## config.mk

```make
export PLATFORM = sky130hd
export DESIGN_NAME = perm_check
export DESIGN_NICKNAME = d
export VERILOG_FILES = /design/src/rtl/pmc_pkg.sv /design/src/rtl/pmc_cfg_regs.sv /design/src/rtl/pmc_region_decode.sv /design/src/rtl/perm_check.sv
export SDC_FILE = /design/constraint.sdc
export NUM_CORES = 1
export LEC_CHECK = 0
export ABC_AREA = 1
export BUFFER_PORTS_ARGS = -buffer_cell sky130_fd_sc_hd__clkbuf_2
export CORE_ASPECT_RATIO = 0.6
export CORE_MARGIN = 2
export CORE_UTILIZATION = 46
export DETAILED_ROUTE_END_ITERATION = 10
export GPL_ROUTABILITY_DRIVEN = 0
export PLACE_DENSITY = 0.85
export REMOVE_ABC_BUFFERS = 1
export SYNTH_ARGS = -nofsm -noshare
export SYNTH_HDL_FRONTEND = slang
export SYNTH_SLANG_ARGS = --single-unit
```

## constraint.sdc

```tcl
create_clock -name clk -period 3.8 [get_ports clk]
set_clock_uncertainty 0.2 [all_clocks]
set_input_delay 1.14 -clock clk [delete_from_list [all_inputs] [get_ports clk]]
set_output_delay 1.14 -clock clk [all_outputs]
set_load 0.05 [all_outputs]
```

## src/rtl/pmc_pkg.sv

```systemverilog
// Package: shared types for the split-region permission checker.
// Assumes the permission triplet layout {write, read, execute}, MSB first.
package pmc_pkg;

    typedef enum logic [1:0] {
        ACC_FETCH = 2'd0,
        ACC_READ  = 2'd1,
        ACC_WRITE = 2'd2,
        ACC_RSVD  = 2'd3
    } acc_kind_e;

    typedef enum logic [1:0] {
        SEL_LOCK  = 2'd0,
        SEL_BLK   = 2'd1,
        SEL_SPLIT = 2'd2,
        SEL_NONE  = 2'd3
    } cfg_sel_e;

    typedef struct packed {
        logic w;
        logic r;
        logic x;
    } perm_t;

    // Does triplet p grant an access of kind k
    function automatic logic perm_grants(perm_t p, acc_kind_e k);
        logic g;
        case (k)
            ACC_FETCH: g = p.x;
            ACC_READ:  g = p.r;
            ACC_WRITE: g = p.w;
            default:   g = 1'b0;
        endcase
        return g;
    endfunction

endpackage

```

## src/rtl/pmc_cfg_regs.sv

```systemverilog
// Configuration store: per-block triplets, split word address, side triplets
// and the sticky lock. Assumes writes arrive one per cycle on a single port;
// the split value is clamped to SPLIT_MIN on capture.
module pmc_cfg_regs
    import pmc_pkg::*;
#(
    parameter int              NUM_BLK   = 4,
    parameter int              SPLIT_W   = 17,
    parameter logic [SPLIT_W-1:0] SPLIT_MIN = 17'h0C000,
    parameter int              DATA_W    = 32
) (
    input  logic                   clk,
    input  logic                   rst_n,
    input  logic                   cfg_we,
    input  logic [1:0]             cfg_sel,
    input  logic [DATA_W-1:0]      cfg_wdata,
    output logic [3*NUM_BLK-1:0]   blk_perm_q,
    output logic [SPLIT_W-1:0]     split_q,
    output perm_t                  lo_perm_q,
    output perm_t                  hi_perm_q,
    output logic                   lock_q
);

    localparam int PERM_BITS = 3 * NUM_BLK;
    localparam int LO_LSB    = SPLIT_W;
    localparam int HI_LSB    = SPLIT_W + 3;
    localparam int USED_BITS = SPLIT_W + 6;

    logic [SPLIT_W-1:0] split_in;
    logic               unused_wdata;

    assign unused_wdata = ^cfg_wdata[DATA_W-1:USED_BITS];

    // Clamp the requested split word address to the legal floor
    always_comb begin
        split_in = cfg_wdata[SPLIT_W-1:0];
        if (split_in < SPLIT_MIN) begin
            split_in = SPLIT_MIN;
        end
    end

    // Register capture, blocked entirely once the lock is set
    always_ff @(posedge clk) begin
        if (!rst_n) begin
            blk_perm_q <= '0;
            split_q    <= SPLIT_MIN;
            lo_perm_q  <= '0;
            hi_perm_q  <= '0;
            lock_q     <= 1'b0;
        end else if (cfg_we && !lock_q) begin
            case (cfg_sel_e'(cfg_sel))
                SEL_LOCK: begin
                    if (cfg_wdata[0]) begin
                        lock_q <= 1'b1;
                    end
                end
                SEL_BLK: begin
                    blk_perm_q <= cfg_wdata[PERM_BITS-1:0];
                end
                SEL_SPLIT: begin
                    split_q   <= split_in;
                    lo_perm_q <= perm_t'(cfg_wdata[LO_LSB+2:LO_LSB]);
                    hi_perm_q <= perm_t'(cfg_wdata[HI_LSB+2:HI_LSB]);
                end
                default: begin
                end
            endcase
        end
    end

endmodule

```

## src/rtl/pmc_region_decode.sv

```systemverilog
// Address decoder: finds whether an address is in the window, which fixed
// block it hits, or on which side of the split it falls. Assumes the whole
// split region shares address bits above SPLIT_W+1.
module pmc_region_decode #(
    parameter int                ADDR_W    = 32,
    parameter logic [ADDR_W-1:0] WIN_BASE  = 32'h4002_0000,
    parameter logic [ADDR_W-1:0] WIN_END   = 32'h4007_0000,
    parameter int                BLK_BYTES = 8192,
    parameter int                NUM_BLK   = 4,
    parameter int                SPLIT_W   = 17,
    parameter int                IDX_W     = (NUM_BLK > 1) ? $clog2(NUM_BLK) : 1
) (
    input  logic [ADDR_W-1:0]  addr,
    input  logic [SPLIT_W-1:0] split_q,
    output logic               in_window,
    output logic               in_block,
    output logic [IDX_W-1:0]   blk_idx,
    output logic               split_low
);

    logic [NUM_BLK-1:0] hit;

    // One range comparator per fixed block
    for (genvar i = 0; i < NUM_BLK; i++) begin : g_blk
        localparam logic [ADDR_W-1:0] LO = WIN_BASE + ADDR_W'(i * BLK_BYTES);
        localparam logic [ADDR_W-1:0] HI = WIN_BASE + ADDR_W'((i + 1) * BLK_BYTES);
        assign hit[i] = (addr >= LO) && (addr < HI);
    end

    // Window membership
    assign in_window = (addr >= WIN_BASE) && (addr < WIN_END);
    assign in_block  = |hit;

    // Encode the one-hot block hit into an index
    always_comb begin
        blk_idx = '0;
        for (int i = 0; i < NUM_BLK; i++) begin
            if (hit[i]) begin
                blk_idx = IDX_W'(i);
            end
        end
    end

    // Split side from the word-address bits only
    assign split_low = addr[SPLIT_W+1:2] < split_q;

endmodule

```

## src/rtl/perm_check.sv

```systemverilog
// Top: split-region memory permission checker. Combines the configuration
// store and the address decoder and judges each access in the same cycle.
// Assumes one access per cycle and a synchronous active-low reset.
module perm_check
    import pmc_pkg::*;
#(
    parameter int                ADDR_W    = 32,
    parameter logic [ADDR_W-1:0] WIN_BASE  = 32'h4002_0000,
    parameter logic [ADDR_W-1:0] WIN_END   = 32'h4007_0000,
    parameter int                BLK_BYTES = 8192,
    parameter int                NUM_BLK   = 4,
    parameter int                SPLIT_W   = 17,
    parameter int                MIN_GAP   = 32768
) (
    input  logic              clk,
    input  logic              rst_n,
    input  logic              cfg_we,
    input  logic [1:0]        cfg_sel,
    input  logic [31:0]       cfg_wdata,
    input  logic              acc_valid,
    input  logic [1:0]        acc_kind,
    input  logic [ADDR_W-1:0] acc_addr,
    output logic              acc_allow,
    output logic              acc_viol
);

    localparam int                PERM_BITS   = 3 * NUM_BLK;
    localparam int                IDX_W       = (NUM_BLK > 1) ? $clog2(NUM_BLK) : 1;
    localparam logic [ADDR_W-1:0] SPLIT_MIN_B = WIN_BASE + ADDR_W'(NUM_BLK * BLK_BYTES + MIN_GAP);
    localparam logic [SPLIT_W-1:0] SPLIT_MIN_W = SPLIT_MIN_B[SPLIT_W+1:2];

    logic [PERM_BITS-1:0] blk_perm_q;
    logic [SPLIT_W-1:0]   split_q;
    perm_t                lo_perm_q;
    perm_t                hi_perm_q;
    logic                 lock_q;
    logic                 in_window;
    logic                 in_block;
    logic [IDX_W-1:0]     blk_idx;
    logic                 split_low;
    perm_t                sel_perm;

    pmc_cfg_regs #(
        .NUM_BLK   (NUM_BLK),
        .SPLIT_W   (SPLIT_W),
        .SPLIT_MIN (SPLIT_MIN_W),
        .DATA_W    (32)
    ) u_regs (
        .clk        (clk),
        .rst_n      (rst_n),
        .cfg_we     (cfg_we),
        .cfg_sel    (cfg_sel),
        .cfg_wdata  (cfg_wdata),
        .blk_perm_q (blk_perm_q),
        .split_q    (split_q),
        .lo_perm_q  (lo_perm_q),
        .hi_perm_q  (hi_perm_q),
        .lock_q     (lock_q)
    );

    pmc_region_decode #(
        .ADDR_W    (ADDR_W),
        .WIN_BASE  (WIN_BASE),
        .WIN_END   (WIN_END),
        .BLK_BYTES (BLK_BYTES),
        .NUM_BLK   (NUM_BLK),
        .SPLIT_W   (SPLIT_W),
        .IDX_W     (IDX_W)
    ) u_dec (
        .addr      (acc_addr),
        .split_q   (split_q),
        .in_window (in_window),
        .in_block  (in_block),
        .blk_idx   (blk_idx),
        .split_low (split_low)
    );

    // Pick the triplet that governs the addressed location
    always_comb begin
        if (in_block) begin
            sel_perm = perm_t'(blk_perm_q[3*blk_idx +: 3]);
        end else if (split_low) begin
            sel_perm = lo_perm_q;
        end else begin
            sel_perm = hi_perm_q;
        end
    end

    // Verdict: outside the window passes, inside needs the matching bit
    assign acc_allow = !in_window || perm_grants(sel_perm, acc_kind_e'(acc_kind));
    assign acc_viol  = acc_valid && !acc_allow;

endmodule

```

## Word level (Yosys, flattened, before mapping)

Index checks and enable logic that the tools add are counted.

| storage, ports and cells | value |
|---|---|
| memory bits (read-only) | 0 |
| latch bits | 0 |
| RAM bits | 0 |
| input port bits | 72 |
| logic and storage cells | 50 |
| output and inout port bits | 2 |
| bits in registers | 36 |
| memories kept | 0 |

| operators by class | value |
|---|---|
| reductions and logical operators | 17 |
| equal/unequal tests | 4 |
| add/subtract/negate cells | 0 |
| $mul | 1 |
| order comparisons | 11 |
| divide/modulo/power cells | 0 |
| shift operators | 1 |
| multiplexer cells | 7 |
| bitwise gates (word level) | 0 |

Operators with widths:

| cell | count |
|---|---|
| $lt A32 B31 Y1 const B | 5 |
| $ge A32 B31 Y1 const B | 4 |
| $lt A17 B16 Y1 const B | 1 |
| $lt A17 B17 Y1 | 1 |
| $mux W17 | 1 |
| $shiftx A12 B5 Y3 | 1 |
| $logic_and A1 B1 Y1 | 7 |
| $mux W3 | 2 |
| $eq A2 B1 Y1 const B | 2 |
| $eq A2 B2 Y1 const B | 2 |
| $logic_not A2 Y1 | 2 |
| $mul A2 B2 Y4 const A | 1 |
| $mux W2 | 2 |
| $reduce_and A2 Y1 | 2 |
| $reduce_or A4 Y1 | 1 |
| $logic_not A1 Y1 | 3 |
| $pmux W1 S3 | 1 |
| $reduce_and A3 Y1 | 1 |
| $logic_or A1 B1 Y1 | 1 |
| $mux W1 | 1 |

## Longest topological paths before layout

Gate-level depths: netlist of the first run.

| logic depth | value |
|---|---|
| depth in word-level cells | 12 |
| mapped depth | 17 |
| gate-level depth less buffers | 17 |

## Modules after synthesis

From an unflattened synthesis of the first run, not the netlist that was laid out.

| second synthesis, totals | value |
|---|---|
| cells, all modules | 453 |
| area total of the unflattened synthesis | 2711.4 um^2 |

By module, submodules not included:

| module | seq. area each (um^2) | cells each | instances | area an instance (um^2) |
|---|---|---|---|---|
| pmc_cfg_regs | 720.7 | 250 | 1 | 1626.6 |
| pmc_region_decode | 0.0 | 148 | 1 | 830.8 |
| perm_check | 0.0 | 55 | 1 | 254.0 |

## Worst setup path before layout of the first run

No wires, ideal clock.

| timing path | value |
|---|---|
| kind | in2out |
| from | in acc_addr[12] |
| to | out acc_viol |
| data arrival time | 3.042 ns |
| required time | 2.460 ns |
| stages on the path | 14 |
| path buffers | 0 |
| slack | -0.582 ns |
| cells stage by stage | ha_1 -> nand2_1 -> inv_1 -> o21ai_0 -> a21oi_1 -> nor2_1 -> nand3_1 -> nand2_1 -> nand3_1 -> nand2_1 -> inv_1 -> a21oi_2 -> nand2_2 -> nor2_2 |

| on the way | value |
|---|---|
| cells in the longest elaborated chain, start to end | 12 |
| elaborated cells on any way between the ends | 28 |
| classes of those cells | mul: 1; order compare: 10; shift: 1; mux: 6; reduce/logical: 10 |

Ends and longest elaborated chain:

| element | line | RTL |
|---|---|---|
| from (decl) | perm_check.sv:22 | `input logic [ADDR_W-1:0] acc_addr,` |
| $ge A32 B31 Y1 or $lt A32 B31 Y1 (tied branches) | pmc_region_decode.sv:27 | `assign hit[i] = (addr >= LO) && (addr < HI);` |
| $logic_and A1 B1 Y1 | pmc_region_decode.sv:27 |  |
| $mux W1 | pmc_region_decode.sv:38 | `if (hit[i]) begin` |
| $mux W2 (2 in a row) | pmc_region_decode.sv:38 |  |
| $mul A2 B2 Y4 | perm_check.sv:81 | `sel_perm = perm_t'(blk_perm_q[3*blk_idx +: 3]);` |
| $shiftx A12 B5 Y3 | perm_check.sv:81 |  |
| $mux W3 | perm_check.sv:80 | `if (in_block) begin` |
| $pmux W1 S3 | pmc_pkg.sv:28 | `case (k)` |
| $logic_or A1 B1 Y1 (*) | perm_check.sv:90 | `assign acc_allow = !in_window \|\| perm_grants(sel_perm, acc_kind_e'(acc_kind));` |
| named net acc_allow | perm_check.sv:23 | `output logic acc_allow,` |
| $logic_not A1 Y1 (*) | perm_check.sv:91 | `assign acc_viol = acc_valid && !acc_allow;` |
| $logic_and A1 B1 Y1 (*) | perm_check.sv:91 |  |
| to (decl) | perm_check.sv:24 | `output logic acc_viol` |

The timed path passes the listed nets; every way through them passes the cells marked *.

## Worst setup path after layout of the first run

| timing path | value |
|---|---|
| from | in acc_addr[6] |
| to | out acc_viol |

| on the way | value |
|---|---|
| cells in the longest elaborated chain, start to end | 12 |
| elaborated cells on any way between the ends | 28 |
| classes of those cells | mul: 1; order compare: 10; shift: 1; mux: 6; reduce/logical: 10 |

Ends and longest elaborated chain:

| element | line |
|---|---|
| $ge A32 B31 Y1 or $lt A32 B31 Y1 (tied branches) | pmc_region_decode.sv:27 |
| $logic_and A1 B1 Y1 | pmc_region_decode.sv:27 |
| $mux W1 | pmc_region_decode.sv:38 |
| $mux W2 (2 in a row) | pmc_region_decode.sv:38 |
| $mul A2 B2 Y4 | perm_check.sv:81 |
| $shiftx A12 B5 Y3 | perm_check.sv:81 |
| $mux W3 | perm_check.sv:80 |
| $pmux W1 S3 | pmc_pkg.sv:28 |
| $logic_or A1 B1 Y1 (*) | perm_check.sv:90 |
| $logic_not A1 Y1 (*) | perm_check.sv:91 |
| $logic_and A1 B1 Y1 (*) | perm_check.sv:91 |

Mark *: on every way between the ends. The rest lies on a longest branch, timed or not.

==> flow_metrics.py, run 1 <==
metrics = {
    "routing": {
        "ant_nets": 0,
        "wl_um": 6720,
        "viasPerCell": 5.31,
        "wl_per_cell_um": 14.0,
        "via_count": 2556,
        "drc": 0,
        "drt-pass1-iter-count": 5,
        "drt-initial-drc-count": 201,
    },
    "sta": {
        "grt_setup_unrepaired": "true",
        "slew_viol_final": 0,
        "setup_viol": 2,
        "hold_viol": 0,
        "slew_headroom": 0.606,
        "fmax_mhz": 224,
        "tightest_slew_ns": 0.590,
        "period_share": 1.17,
        "finalCriticalPeriod_ns": 4.46,
        "fin_ws_ns": -0.665,
    },
    "die": {
        "die_h_um": 59.3,
        "rows": 20,
        "die_w_um": 96.2,
        "die-area_um2": 5710,
        "initial_core_util": 0.471,
        "ios": 74,
        "coreArea_um2": 4980,
    },
    "cts": {
        "numCtsBuffers": 5,
        "clk_pin_slew_ns": 0.07,
        "cts-htree-levels": 2,
        "root_buffer": "clkbuf_8",
        "clkSinkCount": 36,
        "clkLatencyLatePin_ns": 0.29,
        "cts_buffer_depth": 2,
        "cts_tree": "built",
    },
    "critical_path": {
        "cp_max_fo": 4,
        "crit_chain": "clkbuf_2, ha_1, a21oi_1, o21ai_0, nand2_1, nand3_1, nand2_2, nand3_4, nand2_2, nand3_2, nand2_1, inv_1, a21oi_2, nand2_2, nor2_4, buf_8",
        "path_buf_inv": 3,
        "r2r_setup_slack_ns": 1.78,
        "cp-end-kind": "output port",
        "cp_common_cell": "nand2_2",
        "critPathTopFamily": "simple AND/OR/NAND/NOR gates",
        "critPathArrivalTime_ns": 3.12,
        "cp_slowest_cell": "ha_1",
        "critical_path_class": "in2out",
        "slowest_delay_ns": 0.31,
        "startpoint_type": "input pin",
        "cp.required_ns": 2.46,
    },
    "cells_and_area": {
        "diodes": 0,
        "mostFrequentLayoutCell": "clkbuf_2",
        "area_growth_pct": 36.0,
        "nets": 503,
        "final_core_util": 0.641,
        "instances_no_fill": 481,
        "final_cell_mix": "clkbuf_2, inv_1, nand2_1",
        "drive_gt1_frac": 0.366,
    },
    "logic_synthesis": {
        "synth_cells": 336,
        "avgSynthCellArea_um2": 6.99,
        "synth_seq_area_share": 0.307,
        "yosysTopAreaCell": "dfxtp_1",
        "ys_types": 28,
        "ys_warn_count": 0,
        "synthTopCellsByArea": "dfxtp_1, inv_1, ha_1",
        "synth-seq-cells": 36,
        "synth.cell_area_um2": 2350,
        "synth_top_area_frac": 0.307,
    },
    "run": {
        "drv_cap": 0,
    },
    "min_path": {
        "hold_class": "reg2reg",
    },
    "grt": {
        "antenna_found_initial": 0,
        "grt_first_pass_wirelength_um": 9480,
        "grt_max_degree": 23,
        "grt_pass1_vias": 2152,
        "grt-ovfl-total": 0,
        "grt_usage": 0.217,
    },
    "placed_design": {
        "placedCellCount": 471,
        "dpl.hpwl_um": 4590,
        "portBuffers": 62,
    },
    "power_and_ir_drop": {
        "ir_drop_mv": 0.261,
        "power.density_nw_per_um2": 269,
        "leakagePower_uw": 0.00145,
        "power_uw": 858,
    },
    "status": {
        "violations": "setup timing",
        "outcome": "finished, violations left",
    },
}
[registers in the layout (all words and copies together) (netlist names)]
name / flops
u_regs.lock_q: 1
u_regs.split_q: 17
u_regs.hi_perm_q: 3
u_regs.blk_perm_q: 12
u_regs.lo_perm_q: 3
[logic make-up after synthesis]
| group | after synthesis | synth area share |
|---|---|---|
| flip-flops | 36 | 0.307 |
| buffers and inverters | 68 | 0.109 |
| AND/OR/NAND/NOR | 148 | 0.333 |
| adder cells (fa/ha/maj) | 16 | 0.0853 |
| AO/OA/AOI/OAI | 68 | 0.166 |
[per-layer routing]
layer | part of all wire | up-vias | global-route usage
li1 | - | 1255 | -
met1 | 0.44 | 1172 | 0.289
met2 | 0.47 | 112 | 0.366
met3 | 0.066 | 17 | 0.0407
met4 | 0.016 | 0 | 0.0551
met5 | 0 | - | 0
[worst reg2reg max path: stages (launching register included)]
cell and delay, ns:
dfxtp_1 0.30, inv_1 0.06, nand2_1 0.09, nor3_4 0.23
clkinv_1 0.39, nor2_1 0.21, buf_4 0.24, a22oi_1 0.11
nor2_1 0.12
[final cells by class]
class	count	area, um2
clock buffers	6	72.6
clock inverters	1	5.00
fillers	410	1790
inverters	60	225
multi-input cells	232	1600
flip-flops and latches	36	721
well taps	66	82.6
repair buffers	80	487
[path summary, 6_finish.rpt]
| kind | start | to | cells after the start |
|---|---|---|---|
| hold reg to reg | u_regs.blk_perm_q[7] | u_regs.blk_perm_q[7] | 2 |
| setup / recovery | acc_addr[6] | acc_viol | 16 |
| setup reg to reg | u_regs.lock_q | u_regs.split_q[4] | 8 |
| hold / removal | u_regs.blk_perm_q[7] | u_regs.blk_perm_q[7] | 2 |
[what timing repair did]
action,CTS,global route
setup buffers,0,3
endpoints found under the setup margin,2,2
pin swaps,9,28
hold buffers,0,0
resized for setup,17,42
[Yosys cell counts]
cell type	count
a21oi_1	26
a21oi_2	1
a22oi_1	13
a311oi_1	1
buf_2	1
clkbuf_1	7
clkinv_1	2
dfxtp_1	36
ha_1	16
inv_1	55
inv_2	3
nand2_1	46
nand2_2	7
nand2_4	2
nand3_1	23
nand3_2	1
nand3_4	2
nand3b_1	5
nand4_1	7
nor2_1	38
nor2_2	10
nor2_4	3
nor2_8	2
nor3_1	1
nor3_4	1
o2111ai_1	1
o211ai_1	2
o21ai_0	24
[power breakdown]
part	switching [uW]	total (uW)	internal (uW)
registers	6.60	400	393
logic	116	203	87.1
clock network	131	256	124
[metrics by stage]
stage                     setup slack [ns]  hold WS [ns]  cell area (um2)  TNS [ns]
after global routing                -0.786         0.280             3190     -1.50
after CTS                           -0.473         0.254             2970    -0.889
after global placement              -0.582         0.244             2820     -1.08
after detailed placement            -0.673         0.244             2820     -1.25
final                               -0.665         0.263             3190     -1.24
after floorplan                     -0.582         0.229             2320    -0.687
Note: power is estimated with default switching activity, not from simulation.
==> inputs of run 2 (changes only) <==
--- a/config.mk
+++ b/config.mk
@@ -5,11 +5,10 @@
 export SDC_FILE = /design/constraint.sdc
 export NUM_CORES = 1
 export LEC_CHECK = 0
-export ABC_AREA = 1
 export BUFFER_PORTS_ARGS = -buffer_cell sky130_fd_sc_hd__clkbuf_2
 export CORE_ASPECT_RATIO = 0.6
 export CORE_MARGIN = 2
-export CORE_UTILIZATION = 46
+export CORE_UTILIZATION = 45
 export DETAILED_ROUTE_END_ITERATION = 10
 export GPL_ROUTABILITY_DRIVEN = 0
 export PLACE_DENSITY = 0.85
==> run 2 against run 1 <==
Against the previous run: the flow still finishes with violations (setup timing); routed wire length is 23% lower; critical endpoint unchanged; design area down 11%; critical path type unchanged; clock power up 8.2%; combinational power shrank 26%; die area is 7.2% lower; non-clock buffer count shrank 1.
==> flow_metrics.py, run 2 <==
metrics = {
    "min_path": {
        "holdPathEnd": "u_regs.hi_perm_q[2]",
        "hp-start": "u_regs.hi_perm_q[2]",
        "hold_class": "reg2reg",
        "whs_path_depth": 2,
    },
    "die": {
        "die-area_um2": 5300,
        "die_h_um": 57.2,
        "die_w_um": 92.7,
        "initial_core_util": 0.465,
        "rows": 19,
        "ios": 74,
        "coreArea_um2": 4560,
    },
    "grt": {
        "grt_first_pass_wirelength_um": 8560,
        "grt_pass1_vias": 1909,
        "grt_max_degree": 37,
        "grt_usage": 0.203,
        "antenna_found_initial": 0,
        "grt-ovfl-total": 0,
    },
    "logic_synthesis": {
        "synth_top_area_frac": 0.340,
        "synth-seq-cells": 36,
        "synth_cells": 245,
        "netlist_top_cells_count": "nand2_1, dfxtp_1, a21boi_0, inv_1, ha_1",
        "yosysMostFrequentCell": "nand2_1",
        "synthTopCellsByArea": "dfxtp_1, ha_1, nand2_1",
        "async_flop_share": 0,
        "synth_seq_area_share": 0.340,
        "avgSynthCellArea_um2": 8.66,
        "synth.cell_area_um2": 2120,
        "synth-edff-count": 0,
        "synthFlopType": "dfxtp_1",
        "ys_types": 42,
        "ys_warn_count": 0,
        "yosysTopAreaCell": "dfxtp_1",
    },
    "critical_path": {
        "r2r_start": "u_regs.lock_q",
        "reg2reg_to": "u_regs.split_q[3]",
        "cp_max_fo": 3,
        "crit_chain": "clkbuf_2, buf_4, nor3b_1, and4_4, buf_4, a311o_2, nand3_1, o2111a_1, o211a_1, buf_12",
        "critical_path_class": "in2out",
        "cp_common_cell": "buf_4",
        "critPathArrivalTime_ns": 2.88,
        "reg2reg_depth": 4,
        "startpoint_type": "input pin",
        "cp_slowest_cell": "a311o_2",
        "cp.required_ns": 2.46,
        "cp-end-kind": "output port",
        "slowest_delay_ns": 0.37,
        "r2r_setup_slack_ns": 1.93,
    },
    "sta": {
        "hold_viol": 0,
        "tightest_slew_ns": 0.568,
        "period_share": 1.11,
        "slew_viol_final": 0,
        "finalCriticalPeriod_ns": 4.22,
        "holdWs_ns": 0.268,
        "fmax_mhz": 237,
        "slew_headroom": 0.621,
        "fin_setup_tns_ns": -0.792,
        "fin_ws_ns": -0.420,
        "setup_viol": 2,
        "grt_setup_unrepaired": "true",
    },
    "power_and_ir_drop": {
        "leakagePower_uw": 0.00113,
        "power.density_nw_per_um2": 290,
        "ir_drop_mv": 0.184,
    },
    "routing": {
        "wl_per_cell_um": 13.6,
        "drt-initial-drc-count": 126,
        "viasPerCell": 5.14,
        "via_count": 1968,
        "wl_um": 5190,
        "drt-pass1-iter-count": 4,
        "drc": 0,
        "ant_nets": 0,
    },
    "cts": {
        "cts-htree-levels": 2,
        "clk_pin_slew_ns": 0.07,
        "cts_tree": "built",
        "clkLatencyLatePin_ns": 0.28,
        "root_buffer": "clkbuf_8",
        "cts_buffer_depth": 2,
        "clkSinkCount": 36,
        "numCtsBuffers": 5,
        "holdBufCountCts": 0,
    },
    "cells_and_area": {
        "regMostFlops": "u_regs.split_q",
        "largestRegisters": "u_regs.split_q x17, u_regs.blk_perm_q x12",
        "nets": 407,
        "n_fill_cell": 408,
        "instances_no_fill": 383,
        "diodes": 0,
        "ff_latch_area_um2": 721,
        "largest_reg_flops": 17,
        "mostFrequentLayoutCell": "clkbuf_2",
        "drive_gt1_frac": 0.341,
        "final_cell_mix": "clkbuf_2, nand2_1, dfxtp_1",
        "multi_input_comb_area_um2": 1400,
        "area_growth_pct": 33.7,
    },
    "placed_design": {
        "dpl.hpwl_um": 3990,
        "placedCellCount": 375,
        "pre_cts_slack_ns": -0.585,
        "portBuffers": 62,
    },
    "status": {
        "violations": "setup timing",
        "outcome": "finished, violations left",
    },
    "run": {
        "drv_cap": 0,
    },
}
run 2: cell types whose count changed after synthesis, moves of 5 or more:
| cell | delta |
|---|---|
| a21oi_1 | -19 |
| nand4_1 | -7 |
| a21boi_0 | +19 |
| nand3b_1 | -5 |
| o21ai_0 | -16 |
| nor2_1 | -32 |
| nor2_2 | -10 |
| nor2b_1 | +15 |
| mux2i_1 | +5 |
| nand2_2 | -7 |
| inv_1 | -37 |
| nand3_1 | -18 |
run 2: power by group:
part           switching, uW  internal, uW  total [uW]
registers               5.95           388         394
logic                   74.1          77.2         151
clock network            129           148         277
run 2: logic make-up (layout without fill, tap and decap cells):
family / after synthesis / after routing / share of synthesized area
buf+inv: 30 / 105 / 0.0590
simple gates: 92 / 92 / 0.252
compound gates: 65 / 65 / 0.226
mux: 6 / 6 / 0.0289
flops: 36 / 36 / 0.340
fa+ha+maj: 16 / 16 / 0.0943
run 2: worst max path at each step:
| stage | start | endpoint | slack (ns) | cells past startpoint |
|---|---|---|---|---|
| floorplan | acc_addr[14] | acc_allow | -0.86 | 7 |
| global placement | acc_addr[14] | acc_allow | -0.54 | 10 |
| detailed placement | acc_addr[14] | acc_allow | -0.58 | 10 |
| CTS | acc_addr[8] | acc_viol | -0.43 | 9 |
| global route | acc_addr[8] | acc_viol | -0.49 | 9 |
| finish | acc_addr[17] | acc_viol | -0.42 | 10 |
run 2: worst max-delay path: cells and delay by family:
family | cells | cell delay [ns]
AO/OA/AOI/OAI | 3 | 0.80
buffers and inverters | 4 | 0.54
AND/OR/NAND/NOR | 3 | 0.40
run 2: layer usage:
metal,GRT usage,routed length (um)
met4,0.0231,21
met5,0,0
met2,0.314,2280
met1,0.294,2610
met3,0.0581,281
run 2: area by class of cell:
type	instances	area share
Multi-Input combinational cell	179	0.494
Sequential cell	36	0.254
Timing Repair Buffer	79	0.169
Clock buffer	8	0.0318
Tap cell	63	0.0278
Inverter	18	0.0238
run 2: stage by stage:
stage                     cell area (um2)  utilization  power, uW
final                                2840        0.621        822
after global routing                 2840        0.621        864
after CTS                            2810        0.616        821
after detailed placement             2610        0.572        536
after global placement               2610        0.572        530
after floorplan                      2060            -        461
run 2: repair_timing:
| item | CTS | global route |
|---|---|---|
| setup endpoints to repair | 2 | 2 |
| setup buffers | 1 | 0 |
| pin swaps | 8 | 8 |
| gates resized for setup | 14 | 7 |
